File: src/rtl/dsadc_rd_pkg.sv
package dsadc_rd_pkg;
  // Serial frame: two range flags followed by a 22-bit code
  localparam int FRAME_W = 24;

  typedef enum logic [1:0] {
    ST_IDLE  = 2'd0,
    ST_POLL  = 2'd1,
    ST_SHIFT = 2'd2
  } rd_state_e;
endpackage

File: src/rtl/dsadc_rd_sckgen.sv
module dsadc_rd_sckgen #(
  parameter int DIV_W = 8
) (
  input  logic             clk,
  input  logic             rst_n,
  input  logic             run,
  input  logic [DIV_W-1:0] half_div,
  output logic             sck,
  output logic             rise,
  output logic             fall
);
  logic [DIV_W-1:0] cnt_q, cnt_d;
  logic             sck_q, sck_d;
  logic             wrap;

  assign wrap = run && (cnt_q == half_div);

  always_comb begin
    cnt_d = cnt_q;
    sck_d = sck_q;
    if (!run) begin
      cnt_d = '0;
      sck_d = 1'b0;
    end else if (wrap) begin
      cnt_d = '0;
      sck_d = ~sck_q;
    end else begin
      cnt_d = cnt_q + 1'b1;
    end
  end

  always_ff @(posedge clk or negedge rst_n) begin
    if (!rst_n) begin
      cnt_q <= '0;
      sck_q <= 1'b0;
    end else begin
      cnt_q <= cnt_d;
      sck_q <= sck_d;
    end
  end

  assign sck  = sck_q;
  assign rise = wrap && !sck_q;
  assign fall = wrap && sck_q;
endmodule

File: src/rtl/dsadc_rd_shreg.sv
module dsadc_rd_shreg #(
  parameter int W     = 24,
  parameter int CNT_W = $clog2(W + 1)
) (
  input  logic             clk,
  input  logic             rst_n,
  input  logic             clr,
  input  logic             shift_en,
  input  logic             din,
  output logic [W-1:0]     frame,
  output logic [CNT_W-1:0] count
);
  logic [W-1:0]     frame_q, frame_d;
  logic [CNT_W-1:0] count_q, count_d;
  logic             frame_en;

  assign frame_en = shift_en;

  always_comb begin
    frame_d = {frame_q[W-2:0], din};
    count_d = count_q;
    if (clr)
      count_d = '0;
    else if (shift_en)
      count_d = count_q + 1'b1;
  end

  always_ff @(posedge clk or negedge rst_n) begin
    if (!rst_n) begin
      frame_q <= '0;
      count_q <= '0;
    end else begin
      if (frame_en) frame_q <= frame_d;
      count_q <= count_d;
    end
  end

  assign frame = frame_q;
  assign count = count_q;
endmodule

File: src/rtl/dsadc_rd_timer.sv
module dsadc_rd_timer #(
  parameter int TW = 12
) (
  input  logic          clk,
  input  logic          rst_n,
  input  logic          clr,
  input  logic          tick,
  input  logic [TW-1:0] limit,
  output logic          expire
);
  logic [TW-1:0] cnt_q, cnt_d;
  logic [TW:0]   cnt_inc;

  // one bit wider so the increment never wraps before the compare
  assign cnt_inc = {1'b0, cnt_q} + 1'b1;
  assign expire  = tick && (cnt_inc >= {1'b0, limit});

  always_comb begin
    cnt_d = cnt_q;
    if (clr)
      cnt_d = '0;
    else if (tick)
      cnt_d = cnt_inc[TW-1:0];
  end

  always_ff @(posedge clk or negedge rst_n) begin
    if (!rst_n) cnt_q <= '0;
    else        cnt_q <= cnt_d;
  end
endmodule

File: src/rtl/dsadc_rd_decode.sv
module dsadc_rd_decode #(
  parameter int W = 24
) (
  input  logic [W-1:0] frame,
  output logic [W-1:0] value,
  output logic         ovh,
  output logic         ovl,
  output logic         err
);
  logic sgn;

  assign ovl = frame[W-1];
  assign ovh = frame[W-2];
  assign err = ovl && ovh;
  // in range: sign is the code's top bit; out of range: low-overflow flag is the sign
  assign sgn   = (ovl || ovh) ? ovl : frame[W-3];
  assign value = {sgn, sgn, frame[W-3:0]};
endmodule

File: src/rtl/dsadc_rd_ctrl.sv
module dsadc_rd_ctrl
  import dsadc_rd_pkg::*;
#(
  parameter int DIV_W = 8,
  parameter int TMO_W = 12
) (
  input  logic               clk,
  input  logic               rst_n,
  input  logic               start,
  input  logic               mode_cont,
  input  logic [DIV_W-1:0]   sck_div,
  input  logic [TMO_W-1:0]   tmo_limit,
  input  logic               sdo_rdy,
  output logic               cs_n,
  output logic               sck,
  output logic [FRAME_W-1:0] res_data,
  output logic               res_valid,
  output logic               res_ovh,
  output logic               res_ovl,
  output logic               res_err,
  output logic               res_tmo
);
  localparam int CNT_W = $clog2(FRAME_W + 1);

  rd_state_e state_q, state_d;

  logic               sck_run, sck_rise, sck_fall;
  logic               sh_clr;
  logic [FRAME_W-1:0] frame;
  logic [CNT_W-1:0]   bit_cnt;
  logic               tmr_clr, tmr_tick, tmr_expire;
  logic [FRAME_W-1:0] dec_value;
  logic               dec_ovh, dec_ovl, dec_err;
  logic               frame_done, tmo_hit;

  logic [FRAME_W-1:0] data_q, data_d;
  logic               data_en;
  logic               valid_q, valid_d;
  logic               err_q, err_d;
  logic               tmo_q, tmo_d;
  logic               ovh_q, ovl_q, flag_en;

  dsadc_rd_sckgen #(.DIV_W(DIV_W)) u_sckgen (
    .clk      (clk),
    .rst_n    (rst_n),
    .run      (sck_run),
    .half_div (sck_div),
    .sck      (sck),
    .rise     (sck_rise),
    .fall     (sck_fall)
  );

  dsadc_rd_shreg #(.W(FRAME_W), .CNT_W(CNT_W)) u_shreg (
    .clk      (clk),
    .rst_n    (rst_n),
    .clr      (sh_clr),
    .shift_en (sck_rise),
    .din      (sdo_rdy),
    .frame    (frame),
    .count    (bit_cnt)
  );

  dsadc_rd_timer #(.TW(TMO_W)) u_timer (
    .clk    (clk),
    .rst_n  (rst_n),
    .clr    (tmr_clr),
    .tick   (tmr_tick),
    .limit  (tmo_limit),
    .expire (tmr_expire)
  );

  dsadc_rd_decode #(.W(FRAME_W)) u_decode (
    .frame (frame),
    .value (dec_value),
    .ovh   (dec_ovh),
    .ovl   (dec_ovl),
    .err   (dec_err)
  );

  assign sck_run  = (state_q == ST_SHIFT);
  assign sh_clr   = (state_q == ST_POLL);
  assign tmr_clr  = (state_q != ST_POLL);
  assign tmr_tick = (state_q == ST_POLL) && sdo_rdy;

  // next-state logic
  always_comb begin
    state_d    = state_q;
    frame_done = 1'b0;
    tmo_hit    = 1'b0;
    unique case (state_q)
      ST_IDLE: begin
        if (start) state_d = ST_POLL;
      end
      ST_POLL: begin
        if (!sdo_rdy) begin
          state_d = ST_SHIFT;
        end else if (tmr_expire) begin
          state_d = ST_IDLE;
          tmo_hit = 1'b1;
        end
      end
      ST_SHIFT: begin
        if (sck_fall && (bit_cnt == CNT_W'(FRAME_W))) begin
          frame_done = 1'b1;
          state_d    = mode_cont ? ST_POLL : ST_IDLE;
        end
      end
      default: state_d = ST_IDLE;
    endcase
  end

  // result register inputs
  always_comb begin
    valid_d = frame_done && !dec_err;
    err_d   = frame_done && dec_err;
    tmo_d   = tmo_hit;
    data_en = frame_done && !dec_err;
    data_d  = dec_value;
    flag_en = frame_done;
  end

  always_ff @(posedge clk or negedge rst_n) begin
    if (!rst_n) begin
      state_q <= ST_IDLE;
      valid_q <= 1'b0;
      err_q   <= 1'b0;
      tmo_q   <= 1'b0;
      data_q  <= '0;
      ovh_q   <= 1'b0;
      ovl_q   <= 1'b0;
    end else begin
      state_q <= state_d;
      valid_q <= valid_d;
      err_q   <= err_d;
      tmo_q   <= tmo_d;
      if (data_en) data_q <= data_d;
      if (flag_en) begin
        ovh_q <= dec_ovh;
        ovl_q <= dec_ovl;
      end
    end
  end

  assign cs_n      = (state_q == ST_IDLE);
  assign res_data  = data_q;
  assign res_valid = valid_q;
  assign res_err   = err_q;
  assign res_tmo   = tmo_q;
  assign res_ovh   = ovh_q;
  assign res_ovl   = ovl_q;
endmodule

File: config.mk
export PLATFORM = sky130hd
export DESIGN_NAME = dsadc_rd_ctrl
export DESIGN_NICKNAME = d
export VERILOG_FILES = /design/src/rtl/dsadc_rd_pkg.sv /design/src/rtl/dsadc_rd_sckgen.sv /design/src/rtl/dsadc_rd_shreg.sv /design/src/rtl/dsadc_rd_timer.sv /design/src/rtl/dsadc_rd_decode.sv /design/src/rtl/dsadc_rd_ctrl.sv
export SDC_FILE = /design/constraint.sdc
export NUM_CORES = 1
export LEC_CHECK = 0
export BUFFER_PORTS_ARGS = -buffer_cell sky130_fd_sc_hd__buf_4
export CORE_AREA = 10 10 86 103
export CTS_CLUSTER_DIAMETER = 200
export DETAILED_ROUTE_END_ITERATION = 12
export DIE_AREA = 0 0 96 113
export PLACE_DENSITY = 0.84
export SLEW_MARGIN = 40
export SYNTH_ARGS = -nofsm -noshare
export SYNTH_HDL_FRONTEND = slang
export SYNTH_SLANG_ARGS = --single-unit
export TNS_END_PERCENT = 1
File: constraint.sdc
create_clock -name clk -period 2.82 [get_ports clk]
set_input_delay 0.141 -clock clk [delete_from_list [all_inputs] [get_ports clk]]
set_output_delay 0.141 -clock clk [all_outputs]
set_load 0.1 [all_outputs]
Word level (Yosys, flattened, before mapping)

Index checks and enable logic that the tools add are counted.

Register bits: 80
Input port bits: 25
Output and inout port bits: 31

Add/subtract/negate cells: 3
Magnitude comparators: 1
Equal/unequal tests: 9
Muxes and demuxes: 20
Bitwise logic cells: 1
Reductions and logical operators: 16

Operator list:

| operator                                               | count |
|---|---|
| 2-to-1 mux 12 bit                                      | 2 |
| 2-to-1 mux 8 bit                                       | 2 |
| adder 12 x 1 -> 13 bit (second input constant)         | 1 |
| greater-or-equal comparator 13 x 12 -> 1 bit           | 1 |
| 2-to-1 mux 5 bit                                       | 2 |
| logical AND 1 bit                                      | 9 |
| 2-to-1 mux 1 bit                                       | 9 |
| adder 8 x 1 -> 8 bit (second input constant)           | 1 |
| equality test 8 bit                                    | 1 |
| 2-to-1 mux 2 bit                                       | 4 |
| inequality test 2 bit (second input constant)          | 3 |
| case mux 2 bit (3 select lines)                        | 1 |
| adder 5 x 1 -> 5 bit (second input constant)           | 1 |
| equality test 5 bit (second input constant)            | 1 |
| nonzero test 2 bit                                     | 2 |
| inequality test 3 x 2 -> 1 bit (second input constant) | 1 |
| AND reduction 3 bit                                    | 1 |
| equality test 2 x 1 -> 1 bit (second input constant)   | 1 |
| equality test 2 bit (second input constant)            | 1 |
| logical NOT 1 bit                                      | 2 |
| logical NOT 2 bit                                      | 1 |
| inequality test 2 x 1 -> 1 bit (second input constant) | 1 |
| logical OR 1 bit                                       | 1 |
| NOT 1 bit                                              | 1 |

Logic depth before layout (Yosys ltp)

Gate-level depths: netlist of run 1.

Depth in word-level cells: 7
Mapped depth: 11
Gate-level depth less buffers: 10

By module

A second synthesis of run 1 with hierarchy kept.

Cell total of the unflattened synthesis: 349
Area, all modules: 4071.4 um2

By module, submodules not included:

| module          | times used | cells an instance | area an instance (um2) | seq. area each (um2) |
|---|---|---|---|---|
| dsadc_rd_ctrl   | 1          | 77                | 1208.7                 | 775.7 |
| dsadc_rd_shreg  | 1          | 72                | 1129.8                 | 725.7 |
| dsadc_rd_timer  | 1          | 122               | 1026.0                 | 300.3 |
| dsadc_rd_sckgen | 1          | 49                | 493.0                  | 225.2 |
| dsadc_rd_decode | 1          | 29                | 214.0                  | 0.0 |

Least setup slack after synthesis of run 1

Ideal clock, no wire load.

Path kind: reg2reg
Start point: reg u_timer.cnt_q[4]
End point: reg state_q[0]
Library setup time: 0.065 ns
Data arrival time: 2.376 ns
Required time: 2.755 ns
Setup slack: 0.380 ns
Cell stages (with the launch flop): 12
Path through: dfrtp_1 clkbuf_1 and4_1 and2_1 nand2_1 or3_1 nand2_1 ha_1 nor2b_1 a311oi_1 o311a_1 a31o_2

Longest elaborated chain between the ends: 5

Ends and longest elaborated chain:

| element                                         | RTL line             | RTL |
|---|---|---|
| start: declaration                              | dsadc_rd_timer.sv:11 | `logic [TW-1:0] cnt_q, cnt_d;` |
| start signal: assignment                        | dsadc_rd_timer.sv:28 | `else cnt_q <= cnt_d;` |
| adder 12 x 1 -> 13 bit                          | dsadc_rd_timer.sv:15 | `assign cnt_inc = {1'b0, cnt_q} + 1'b1;` |
| greater-or-equal comparator 13 x 12 -> 1 bit    | dsadc_rd_timer.sv:16 | `assign expire = tick && (cnt_inc >= {1'b0, limit});` |
| logical AND 1 bit                               | dsadc_rd_timer.sv:16 |  |
| inequality test 3 x 2 -> 1 bit (no source line) | n/a                  |  |
| AND reduction 3 bit (no source line)            | n/a                  |  |
| end signal: assignment                          | dsadc_rd_ctrl.sv:132 | `state_q <= state_d;` |
| end: declaration                                | dsadc_rd_ctrl.sv:25  | `rd_state_e state_q, state_d;` |

Every way passes these cells.
A chain may end at the register's enable or synchronous reset.

Worst setup path after layout of run 1

Ends and elaborated chain as after synthesis.

==> results of run 1 <==
==> kinds of logic after synthesis <==
family	Yosys count	synth area share (%)
AO/OA/AOI/OAI	23	3.87
multiplexers	48	14.0
buffers and inverters	31	3.29
flip-flops	80	52.0
adder cells (fa/ha/maj)	17	5.53
XOR/XNOR	35	7.97
AND/OR/NAND/NOR	97	13.3
==> per-stage QoR <==
stage          utilization, %  hold WS, ns  cells
3_5_place_dp             64.0        0.218    461
5_1_grt                  67.8        0.121    478
3_3_place_gp             64.0        0.357    461
6_report                 67.8        0.103    478
2_1_floorplan               -       -0.155    331
4_1_cts                  67.8       0.0951    478
==> cell usage in the layout, fill, tap and decap left out, types with 3 or more instances in the layout <==
master,count
sky130_fd_sc_hd__a21oi_1,6
sky130_fd_sc_hd__and4_1,3
sky130_fd_sc_hd__buf_4,57
sky130_fd_sc_hd__bufinv_16,3
sky130_fd_sc_hd__clkbuf_8,9
sky130_fd_sc_hd__dfrtp_1,80
sky130_fd_sc_hd__ha_1,17
sky130_fd_sc_hd__inv_1,16
sky130_fd_sc_hd__mux2_2,46
sky130_fd_sc_hd__nand2_1,22
sky130_fd_sc_hd__nand2b_1,7
sky130_fd_sc_hd__nand3_1,12
sky130_fd_sc_hd__nand4_1,6
sky130_fd_sc_hd__nor2_1,25
sky130_fd_sc_hd__nor2b_1,4
sky130_fd_sc_hd__o21ai_0,6
sky130_fd_sc_hd__or3_1,3
sky130_fd_sc_hd__xnor2_1,19
sky130_fd_sc_hd__xor2_1,16
==> cell type report <==
type	count	area (µm²)	share of cell area [%]
tap	87	109	2.37
inverter	16	60.1	1.31
clock buffer	10	128	2.78
clock inverter	6	115	2.51
timing repair buffer	59	449	9.79
multi-input combinational	220	1730	37.6
sequential	80	2000	43.6
==> registers in the layout, summed over array words and instances (netlist names) <==
name            cells
res_tmo             1
res_ovh             1
u_sckgen.cnt_q      8
res_err             1
u_shreg.count       5
u_timer.cnt_q      12
state_q             2
res_data           23
u_sckgen.sck        1
res_valid           1
res_ovl             1
u_shreg.frame      24
==> metal layers <==
layer	GRT usage, %	part of all wire, %	wire, µm
met1	15.8	42	3130
met3	3.70	5.0	372
met5	0	0	0
met2	24.2	50	3730
met4	6.80	2.5	186
==> where the power goes <==
group          total (mW)  switching [mW]  internal [mW]
Sequential           1.22          0.0416           1.18
Clock                1.00           0.410          0.593
Combinational       0.360           0.248          0.112
Total                2.58           0.700           1.88
==> path summary, 6_finish.rpt <==
kind	start	end	slack (ns)	cells past startpoint
max in group asynchronous	rst_n	u_shreg.count[2]	1.96	2
worst max-delay path	u_timer.cnt_q[4]	state_q[0]	0.21	10
worst min register to register	res_ovh	res_ovh	0.49	2
worst min-delay path	sdo_rdy	state_q[1]	0.10	2
worst max register to register	u_timer.cnt_q[4]	state_q[0]	0.21	10
min in group asynchronous	rst_n	u_shreg.frame[9]	0.37	2
==> repair_timing <==
item | 4_1_cts | 5_1_grt
hold buffers | 1 | 0
endpoints found under the hold margin | 80 | 0
buffers inserted | 0 | 0
==> impl_results.rst, run 1 <==
.. list-table::
   :header-rows: 1

   * - Metric
     - Value
   * - Result of the run
     - finished, final reports clean
   * - Seq/Total Area, Yosys
     - between 50% and 60%
   * - Ordered list of cells on the worst path
     - and4_1 > and2_1 > nand2_1 > or3_1 > nand2_1 > ha_1 > nor2b_1 > a311oi_1 > o311a_1 > a31o_2
   * - Total of cells resized after clock tree synthesis
     - 0
   * - RSZ-0062 raised after global routing
     - false
   * - GRT overflow
     - 0
   * - Most common cell in the synthesized netlist
     - sky130_fd_sc_hd__dfrtp_1
   * - Crit path launch type
     - flip-flop
   * - CTS max path bufs
     - 2
   * - Initial DRC Count
     - 112
   * - Worst path required time
     - between 3 and 4 ns
   * - Hold Violations, Final
     - 0
   * - Chip Width
     - approximately 96 µm
   * - Vias in the first global route
     - ~2800
   * - Area of the mapped netlist
     - a little under 0.004 mm²
   * - Summed negative setup slack over all endpoints
     - 0 ns
   * - Detailed-route DRC error count
     - 0
   * - Synth top area share
     - 52.0%
   * - Slowest CP cell
     - sky130_fd_sc_hd__dfrtp_1
   * - Source-to-sink clock delay at the later pin of the worst-skew pair
     - 0.35 ns
   * - Post-layout net count
     - between 400 and 500
   * - Share of the clock period used by the worst path
     - roughly 90%
   * - Count of clock tree sinks
     - 80
   * - Delay contributed by the slowest stage of the critical path
     - 0.47 ns
   * - H-Tree Depth
     - 3
   * - # fillers
     - just over 500
   * - Clock-pin slew of the registers on the worst-case setup and hold paths
     - approximately 0.08 ns
   * - Top cells by area in the synthesized netlist
     - sky130_fd_sc_hd__dfrtp_1 52%, sky130_fd_sc_hd__mux2_2 13%, sky130_fd_sc_hd__ha_1 5.5%, sky130_fd_sc_hd__xnor2_1 4.3%, sky130_fd_sc_hd__xor2_1 3.6%
   * - Effective utilization at floorplan
     - 56.8%
   * - Post-Synthesis Net Count
     - between 300 and 400
   * - Post-place setup slack
     - a little over 0.3 ns
   * - Number of cells produced by synthesis
     - between 300 and 400
   * - Cell leakage power
     - roughly 2.3 nW
   * - Routability Congestion
     - about 0.86
   * - Power Total
     - between 2 and 3 mW
   * - Port-buffer cells
     - between 50 and 60
   * - Area after DPL
     - ~0.0043 mm²
   * - Post-synthesis to final-layout area growth
     - 19.3%
   * - Critical path data arrival time
     - around 2.9 ns
   * - Number of failing setup endpoints in the final timing report
     - 0
   * - Commonest cells in the netlist
     - 80 x sky130_fd_sc_hd__dfrtp_1, 46 x sky130_fd_sc_hd__mux2_2, 25 x sky130_fd_sc_hd__nor2_1
   * - Post-synth EDFFs
     - 0
   * - Post-route cell area
     - 0.00459 mm²
   * - Number of violations of the max-capacitance limit
     - 0
   * - Number of synthesized register bits
     - 80
   * - Distinct cells, synth
     - between 40 and 50
   * - Clock buffers created by TritonCTS
     - 9
   * - Die ar.
     - 0.0108 mm²
   * - Die height
     - 113 µm
   * - Slew at the pin with the worst max-slew slack
     - roughly 0.69 ns
   * - Antenna cell count
     - 0
   * - Buffer and inverter count on the worst path
     - 0
   * - DR pass1 iterations
     - 4
   * - Global-route wire length before repair
     - ~12000 µm
   * - Total length of routed wires
     - around 7400 µm
   * - Relative slew slack
     - 53.9%
   * - Post-route antenna net violation count
     - 0
   * - Count of yosys warnings during synthesis
     - 0
   * - Half-perimeter wire length after detailed placement
     - around 5400 µm
   * - Routed wire per std cell
     - roughly 16 µm
   * - Via count
     - roughly 2500
   * - Area leader, netlist
     - sky130_fd_sc_hd__dfrtp_1
   * - Initial antenna violation count
     - 0
   * - Synthesized area divided by synthesized cell count
     - around 12 µm²
   * - Family of cells with the greatest summed delay on the critical path
     - simple AND/OR/NAND/NOR gates
   * - Smallest setup slack after layout
     - around 0.21 ns
   * - Mean number of vias per cell
     - about 5.3
   * - Category of the most critical setup path
     - reg -> reg
   * - CTS Root Buffer Type
     - sky130_fd_sc_hd__clkbuf_8
   * - Total I/O pin count
     - 56
   * - Pin count of the biggest net entering global routing
     - 81
   * - Core region area
     - around 0.0068 mm²
   * - Final critical-path required period
     - about 2.6 ns
   * - Clk_skew
     - 0.0111 ns
   * - Power per cell area
     - 563 mW/mm²
   * - Top_reg_cell synth
     - sky130_fd_sc_hd__dfrtp_1
   * - Share of cells above drive strength 1
     - ~32%
   * - Overall track demand over capacity in global routing
     - 14.2%
   * - Path category of the worst min-delay check
     - in -> reg
   * - Critical Path Sink Type
     - flip-flop
   * - VDD IR-drop max
     - slightly above 600 µV
   * - Row cnt
     - 33
   * - CP Max Fanout
     - 7
   * - CTS tree
     - done
   * - Synth async-reset ratio
     - between 90% and 100%
   * - Max-slew violations
     - 0
   * - Critical Path Most Common Cell
     - sky130_fd_sc_hd__nand2_1
   * - Fmax
     - between 300 and 400 MHz
Power figures use the tool's default switching activity.
==> inputs of run 2 (changes only) <==
--- a/config.mk
+++ b/config.mk
@@ -6,11 +6,12 @@
 export NUM_CORES = 1
 export LEC_CHECK = 0
 export BUFFER_PORTS_ARGS = -buffer_cell sky130_fd_sc_hd__buf_4
-export CORE_AREA = 10 10 86 103
+export CORE_AREA = 10 10 85 102
+export CTS_BUF_LIST = sky130_fd_sc_hd__clkbuf_8
 export CTS_CLUSTER_DIAMETER = 200
 export DETAILED_ROUTE_END_ITERATION = 12
-export DIE_AREA = 0 0 96 113
-export PLACE_DENSITY = 0.84
+export DIE_AREA = 0 0 95 112
+export PLACE_DENSITY = 0.85
 export SLEW_MARGIN = 40
 export SYNTH_ARGS = -nofsm -noshare
 export SYNTH_HDL_FRONTEND = slang
==> run 2 against run 1 <==
Design area decreased by 0.46%. Worst hold slack gained 0.023 ns. Via count decreased by 0.95%. Global-route usage is 0.46 points lower. Clock skew shrank 0.0026 ns. Die area fell by 1.9%. First-iteration DRC count rose by 84%. Register-to-register slack improved by 0.08 ns. Largest cell class unchanged. Setup slack improved by 0.076 ns. Largest power group unchanged.
==> impl_results.rst, run 2 (synthesized netlist as in run 1, its figures left out) <==
.. list-table::
   :header-rows: 1

   * - Metric
     - Value
   * - Share of cells above drive strength 1
     - 32.6%
   * - Total of cells resized after clock tree synthesis
     - 0
   * - Effective utilization at floorplan
     - 57.5%
   * - Fmax
     - a little under 400 MHz
   * - Area after DPL
     - ~0.0043 mm²
   * - Cell leakage power
     - about 2.3 nW
   * - Relative slew slack
     - ~55%
   * - Startpoint of the most critical register-to-register path
     - u_timer.cnt_q[4]
   * - Post-synthesis to final-layout area growth
     - 18.8%
   * - Post-route antenna net violation count
     - 0
   * - Hold Violations, Final
     - 0
   * - Ordered list of cells on the worst path
     - and4_1 > and2_1 > nand2_1 > or3_1 > nand2_1 > ha_1 > nor2b_1 > a311oi_1 > o311a_1 > a31o_2
   * - Buffer and inverter count on the worst path
     - 0
   * - CTS Root Buffer Type
     - sky130_fd_sc_hd__clkbuf_8
   * - Initial DRC Count
     - roughly 210
   * - Slew at the pin with the worst max-slew slack
     - 0.682 ns
   * - Routability Congestion
     - about 0.78
   * - Post-route cell area
     - 0.00457 mm²
   * - Hold_buf cts
     - 1
   * - Summed negative setup slack over all endpoints
     - 0 ns
   * - Detailed-route DRC error count
     - 0
   * - Die ar.
     - about 0.011 mm²
   * - Power per cell area
     - around 550 mW/mm²
   * - Delay contributed by the slowest stage of the critical path
     - ~0.45 ns
   * - Most frequent cells in the layout
     - 80 x sky130_fd_sc_hd__dfrtp_1, 56 x sky130_fd_sc_hd__buf_4, 46 x sky130_fd_sc_hd__mux2_2, 25 x sky130_fd_sc_hd__nor2_1, 22 x sky130_fd_sc_hd__nand2_1
   * - VDD IR-drop max
     - around 620 µV
   * - Post-layout net count
     - 427
   * - Pin count of the biggest net entering global routing
     - a little over 80
   * - Count of clock tree sinks
     - 80
   * - Die height
     - between 100 and 150 µm
   * - Half-perimeter wire length after detailed placement
     - between 5000 and 6000 µm
   * - Worst r2r path cells
     - 10
   * - Global-route wire length before repair
     - between 10000 and 15000 µm
   * - Clock-pin slew of the registers on the worst-case setup and hold paths
     - about 0.080 ns
   * - Clk_skew
     - between 0.008 and 0.009 ns
   * - Path category of the worst min-delay check
     - in -> reg
   * - Total length of routed wires
     - around 6900 µm
   * - # fillers
     - 481
   * - Final critical-path required period
     - 2.53 ns
   * - CTS max path bufs
     - 2
   * - Total I/O pin count
     - between 50 and 60
   * - Mean number of vias per cell
     - roughly 5.3
   * - Clock buffers created by TritonCTS
     - 9
   * - Crit path launch type
     - flip-flop
   * - Number of failing setup endpoints in the final timing report
     - 0
   * - Power Total
     - between 2 and 3 mW
   * - Area occupied by multi-input gates
     - approximately 0.0017 mm²
   * - Result of the run
     - finished, final reports clean
   * - CP Max Fanout
     - 7
   * - Leading cell type in the layout, fill and taps excluded
     - sky130_fd_sc_hd__dfrtp_1
   * - Port-buffer cells
     - 55
   * - Family of cells with the greatest summed delay on the critical path
     - simple AND/OR/NAND/NOR gates
   * - Initial antenna violation count
     - 0
   * - Slowest CP cell
     - sky130_fd_sc_hd__dfrtp_1
   * - Worst reg2reg endpoint
     - state_q[0]
   * - H-Tree Depth
     - 3
   * - DR pass1 iterations
     - 4
   * - Critical Path Sink Type
     - flip-flop
   * - Worst path required time
     - 3.10 ns
   * - Antenna cell count
     - 0
   * - Flip-flop count of the largest register, all copies and words added
     - 24
   * - Critical path data arrival time
     - 2.81 ns
   * - Critical Path Stages
     - 10
   * - GRT overflow
     - 0
   * - Critical Path Most Common Cell
     - sky130_fd_sc_hd__nand2_1
   * - FF+latch area
     - ~0.002 mm²
   * - Max-slew violations
     - 0
   * - Category of the most critical setup path
     - reg -> reg
   * - Post-place setup slack
     - roughly 0.29 ns
   * - Share of the clock period used by the worst path
     - around 90%
   * - CP endpoint
     - state_q[0]
   * - Source-to-sink clock delay at the later pin of the worst-skew pair
     - 0.34 ns
   * - Number of violations of the max-capacitance limit
     - 0
   * - RSZ-0062 raised after global routing
     - false
   * - Overall track demand over capacity in global routing
     - 13.7%
   * - Routed wire per std cell
     - roughly 15 µm
   * - FF-to-FF setup slack
     - approximately 0.29 ns
   * - Via count
     - around 2500
   * - Setup Fix Bufs, Post-CTS
     - 0
   * - Worst setup path start
     - u_timer.cnt_q[4]
   * - Core region area
     - about 0.0067 mm²
   * - CTS tree
     - done
   * - Row cnt
     - 33
   * - Smallest setup slack after layout
     - 0.287 ns
   * - Chip Width
     - 95 µm
   * - Vias in the first global route
     - approximately 2700
[run 2: changes by cell type in the layout (fill, tap and decap cells not counted), sizes merged]
cell | previous run | this run
buf | 58 | 57
bufinv | 3 | 2
clkinv | 1 | 0
clkinvlp | 1 | 3
[run 2: area by class of cell]
type                            count  share of cell area, %
Timing Repair Buffer               58                   9.67
Sequential cell                    80                   43.8
Clock buffer                       10                   3.01
Inverter                           16                   1.31
Clock inverter                      6                   2.00
Tap cell                           87                   2.38
Multi-Input combinational cell    220                   37.8
[run 2: worst min-delay path: stages]
cell and delay, ns:
sky130_fd_sc_hd__buf_4 0.09, sky130_fd_sc_hd__a22o_1 0.11, sky130_fd_sc_hd__a31o_2 0.09
[run 2: worst min path at each step]
stage                         start          end  slack, ns  cells after the start
final                     mode_cont   state_q[0]       0.13                      3
after global routing      mode_cont   state_q[0]       0.12                      3
after CTS                   sdo_rdy   state_q[1]       0.11                      2
after detailed placement      rst_n  res_data[8]       0.22                      1
after global placement        rst_n  res_data[8]       0.35                      1
after floorplan               rst_n  res_data[0]      -0.15                      0
[run 2: per-layer routing]
layer | share of wire, % | wire length, µm | GRT usage [%]
met5 | 0 | 0 | 0
met4 | 1.9 | 131 | 4.60
met3 | 5.3 | 367 | 4.70
met2 | 50 | 3480 | 23.0
met1 | 43 | 2950 | 15.9
[run 2: report_power, final]
| group | internal (mW) | total (mW) | switching [mW] |
|---|---|---|---|
| clock network | 0.525 | 0.930 | 0.405 |
| logic | 0.112 | 0.353 | 0.241 |
| registers | 1.18 | 1.22 | 0.0418 |
[run 2: stage by stage]
step / cells / utilization (%) / hold slack (ns)
2_1_floorplan: 331 / - / -0.155
3_3_place_gp: 460 / 64.7 / 0.353
3_5_place_dp: 460 / 64.7 / 0.217
4_1_cts: 477 / 68.3 / 0.114
5_1_grt: 477 / 68.3 / 0.123
6_report: 477 / 68.3 / 0.126
==> inputs of run 3 (changes only) <==
==> constraint.sdc (replaced) <==
create_clock -name clk -period 2.5 [get_ports clk]
set_input_delay 0.125 -clock clk [delete_from_list [all_inputs] [get_ports clk]]
set_output_delay 0.125 -clock clk [all_outputs]
set_load 0.1 [all_outputs]
==> run 3 against run 2 <==
Sequential power grew 13%. Highest routed layer unchanged. Largest power group unchanged. Design area barely moved. Largest cell class unchanged. Clock-buffer cell count stayed put. First-iteration DRC count decreased by 70%. Clock skew barely moved. Worst hold slack worse by 0.029 ns. Core utilization fell by 0.056 points. Via count up 4.1%. Combinational power grew 18%. Critical path depth is the same. Routed wire length increased by 8.4%.
==> impl_results.rst, run 3 (synthesized netlist as in run 1, its figures left out) <==
.. list-table::
   :header-rows: 1

   * - Metric
     - Value
   * - Pin count of the biggest net entering global routing
     - 81
   * - Mean number of vias per cell
     - approximately 5.4
   * - Buffer and inverter count on the worst path
     - 0
   * - Critical path data arrival time
     - 2.67 ns
   * - Row cnt
     - 33
   * - H-Tree Depth
     - 3
   * - Most frequent cells in the layout
     - 79 x sky130_fd_sc_hd__dfrtp_1, 62 x sky130_fd_sc_hd__buf_4, 46 x sky130_fd_sc_hd__mux2_2, 25 x sky130_fd_sc_hd__nor2_1, 22 x sky130_fd_sc_hd__nand2_1
   * - FF-to-FF setup slack
     - around 0.12 ns
   * - Die height
     - roughly 110 µm
   * - Slowest CP cell
     - sky130_fd_sc_hd__dfrtp_1
   * - Die ar.
     - about 0.011 mm²
   * - Number of cells after detailed placement
     - 464
   * - Clk_skew
     - about 0.0081 ns
   * - # fillers
     - between 500 and 600
   * - Routed wire per std cell
     - ~16 µm
   * - Worst path required time
     - 2.79 ns
   * - Final critical-path required period
     - roughly 2.4 ns
   * - Ordered list of cells on the worst path
     - and4_4 > and2_4 > nand2_1 > or3_1 > nand2_1 > ha_1 > nor2b_1 > a311oi_1 > o311a_1 > a31o_2
   * - Number of failing setup endpoints in the final timing report
     - 0
   * - Family of cells with the greatest summed delay on the critical path
     - simple AND/OR/NAND/NOR gates
   * - Hold_ws
     - between 0.09 and 0.1 ns
   * - Max-slew violations
     - 0
   * - Post-synthesis to final-layout area growth
     - 18.7%
   * - Total length of routed wires
     - about 7500 µm
   * - Power Total
     - around 2.6 mW
   * - Half-perimeter wire length after detailed placement
     - ~5600 µm
   * - Crit path launch type
     - flip-flop
   * - Overall track demand over capacity in global routing
     - between 10% and 20%
   * - CP Max Fanout
     - 5
   * - Relative slew slack
     - a little over half
   * - Slew at the pin with the worst max-slew slack
     - around 0.70 ns
   * - Antenna cell count
     - 0
   * - Total I/O pin count
     - 56
   * - Effective utilization at floorplan
     - a little under three fifths
   * - Post-layout net count
     - approximately 430
   * - Flip-flop count of the largest register, all copies and words added
     - 24
   * - VDD IR-drop max
     - 503 µV
   * - GRT overflow
     - 0
   * - End-of-flow core utilization
     - about two thirds
   * - Power per cell area
     - 572 mW/mm²
   * - Path category of the worst min-delay check
     - in -> reg
   * - Post-route antenna net violation count
     - 0
   * - Result of the run
     - finished, final reports clean
   * - Clock buffers created by TritonCTS
     - 9
   * - Via count
     - 2618
   * - CTS Root Buffer Type
     - sky130_fd_sc_hd__clkbuf_8
   * - Fmax
     - 420 MHz
   * - Critical Path Sink Type
     - flip-flop
   * - Count of clock tree sinks
     - 80
   * - Share of cells above drive strength 1
     - between 30% and 40%
   * - Leading cell type in the layout, fill and taps excluded
     - sky130_fd_sc_hd__dfrtp_1
   * - Source-to-sink clock delay at the later pin of the worst-skew pair
     - 0.35 ns
   * - Number of violations of the max-capacitance limit
     - 0
   * - Hold Violations, Final
     - 0
   * - Chip Width
     - about 95 µm
   * - Initial antenna violation count
     - 0
   * - Category of the most critical setup path
     - reg -> reg
   * - Core region area
     - around 0.0067 mm²
   * - Initial DRC Count
     - 62
   * - Delay contributed by the slowest stage of the critical path
     - slightly above 0.4 ns
   * - Share of the clock period used by the worst path
     - between 90% and 100%
   * - Final Instance Count excl. Fillers
     - 483
   * - DR pass1 iterations
     - 4
   * - Cell leakage power
     - around 2.3 nW
   * - Global-route wire length before repair
     - 12600 µm
   * - Port-buffer cells
     - 55
   * - Vias in the first global route
     - around 2800
   * - Clock-pin slew of the registers on the worst-case setup and hold paths
     - approximately 0.080 ns
   * - CTS tree
     - done
   * - Routability Congestion
     - slightly below 0.9
   * - Critical Path Most Common Cell
     - sky130_fd_sc_hd__nand2_1
   * - Detailed-route DRC error count
     - 0
   * - CTS max path bufs
     - 2
==> run 3: cell types whose count changed in the layout (fill, tap and decap cells not counted), sizes merged <==
cell,before,now
buf,57,63
bufinv,2,0
clkinvlp,3,2
inv,17,16
clkinv,0,4
==> run 3: power by group <==
group	switching [mW]	total, mW	internal, mW
Combinational	0.279	0.415	0.136
Clock	0.439	0.819	0.380
Sequential	0.0476	1.38	1.33
Total	0.766	2.61	1.85
==> run 3: worst register-to-register path: stages (launching register included) <==
cell and delay (ns):
sky130_fd_sc_hd__dfrtp_1 0.41, sky130_fd_sc_hd__and4_4 0.25, sky130_fd_sc_hd__and2_4 0.17, sky130_fd_sc_hd__nand2_1 0.09, sky130_fd_sc_hd__or3_1 0.35, sky130_fd_sc_hd__nand2_1 0.07, sky130_fd_sc_hd__ha_1 0.23, sky130_fd_sc_hd__nor2b_1 0.14
sky130_fd_sc_hd__a311oi_1 0.24, sky130_fd_sc_hd__o311a_1 0.24, sky130_fd_sc_hd__a31o_2 0.15
==> run 3: final timing paths <==
| path | from | to | depth (start not counted) |
|---|---|---|---|
| worst min register to register | res_ovh | res_ovh | 2 |
| worst min-delay path | mode_cont | state_q[0] | 3 |
| max in group asynchronous | rst_n | u_timer.cnt_q[0] | 2 |
| min in group asynchronous | rst_n | res_data[9] | 2 |
| worst max-delay path | u_timer.cnt_q[7] | state_q[0] | 10 |
| worst max register to register | u_timer.cnt_q[7] | state_q[0] | 10 |
==> run 3: final cells by class <==
type | count | area (µm²) | share of cell area, %
timing repair buffer | 64 | 487 | 10.7
clock inverter | 6 | 35.0 | 0.768
multi-input combinational | 220 | 1730 | 38.0
sequential | 80 | 2000 | 43.9
tap | 87 | 109 | 2.38
clock buffer | 10 | 138 | 3.02
inverter | 16 | 60.1 | 1.32
==> run 3: stage by stage <==
stage / instance area, µm² / setup WS, ns / TNS, ns
floorplan: 3850 / 0.0597 / 0
global placement: 4360 / 0.125 / 0
detailed placement: 4360 / 0.0493 / 0
CTS: 4540 / 0.0331 / 0
global route: 4560 / -0.00548 / -0.00548
finish: 4560 / 0.117 / 0
==> run 3: what timing repair did <==
action                                 4_1_cts  5_1_grt
setup endpoints to repair                    0        2
hold buffers                                 1        0
buffers inserted                             0        2
endpoints found under the hold margin       80        0
resized for setup                            0        4
==> run 3: routing by layer <==
metal	global-route usage, %	share of wire (%)	wire length [µm]
met4	4.90	0.99	74
met3	5.98	5.7	425
met2	25.0	53	3990
met1	15.5	40	3020
met5	0	0	0
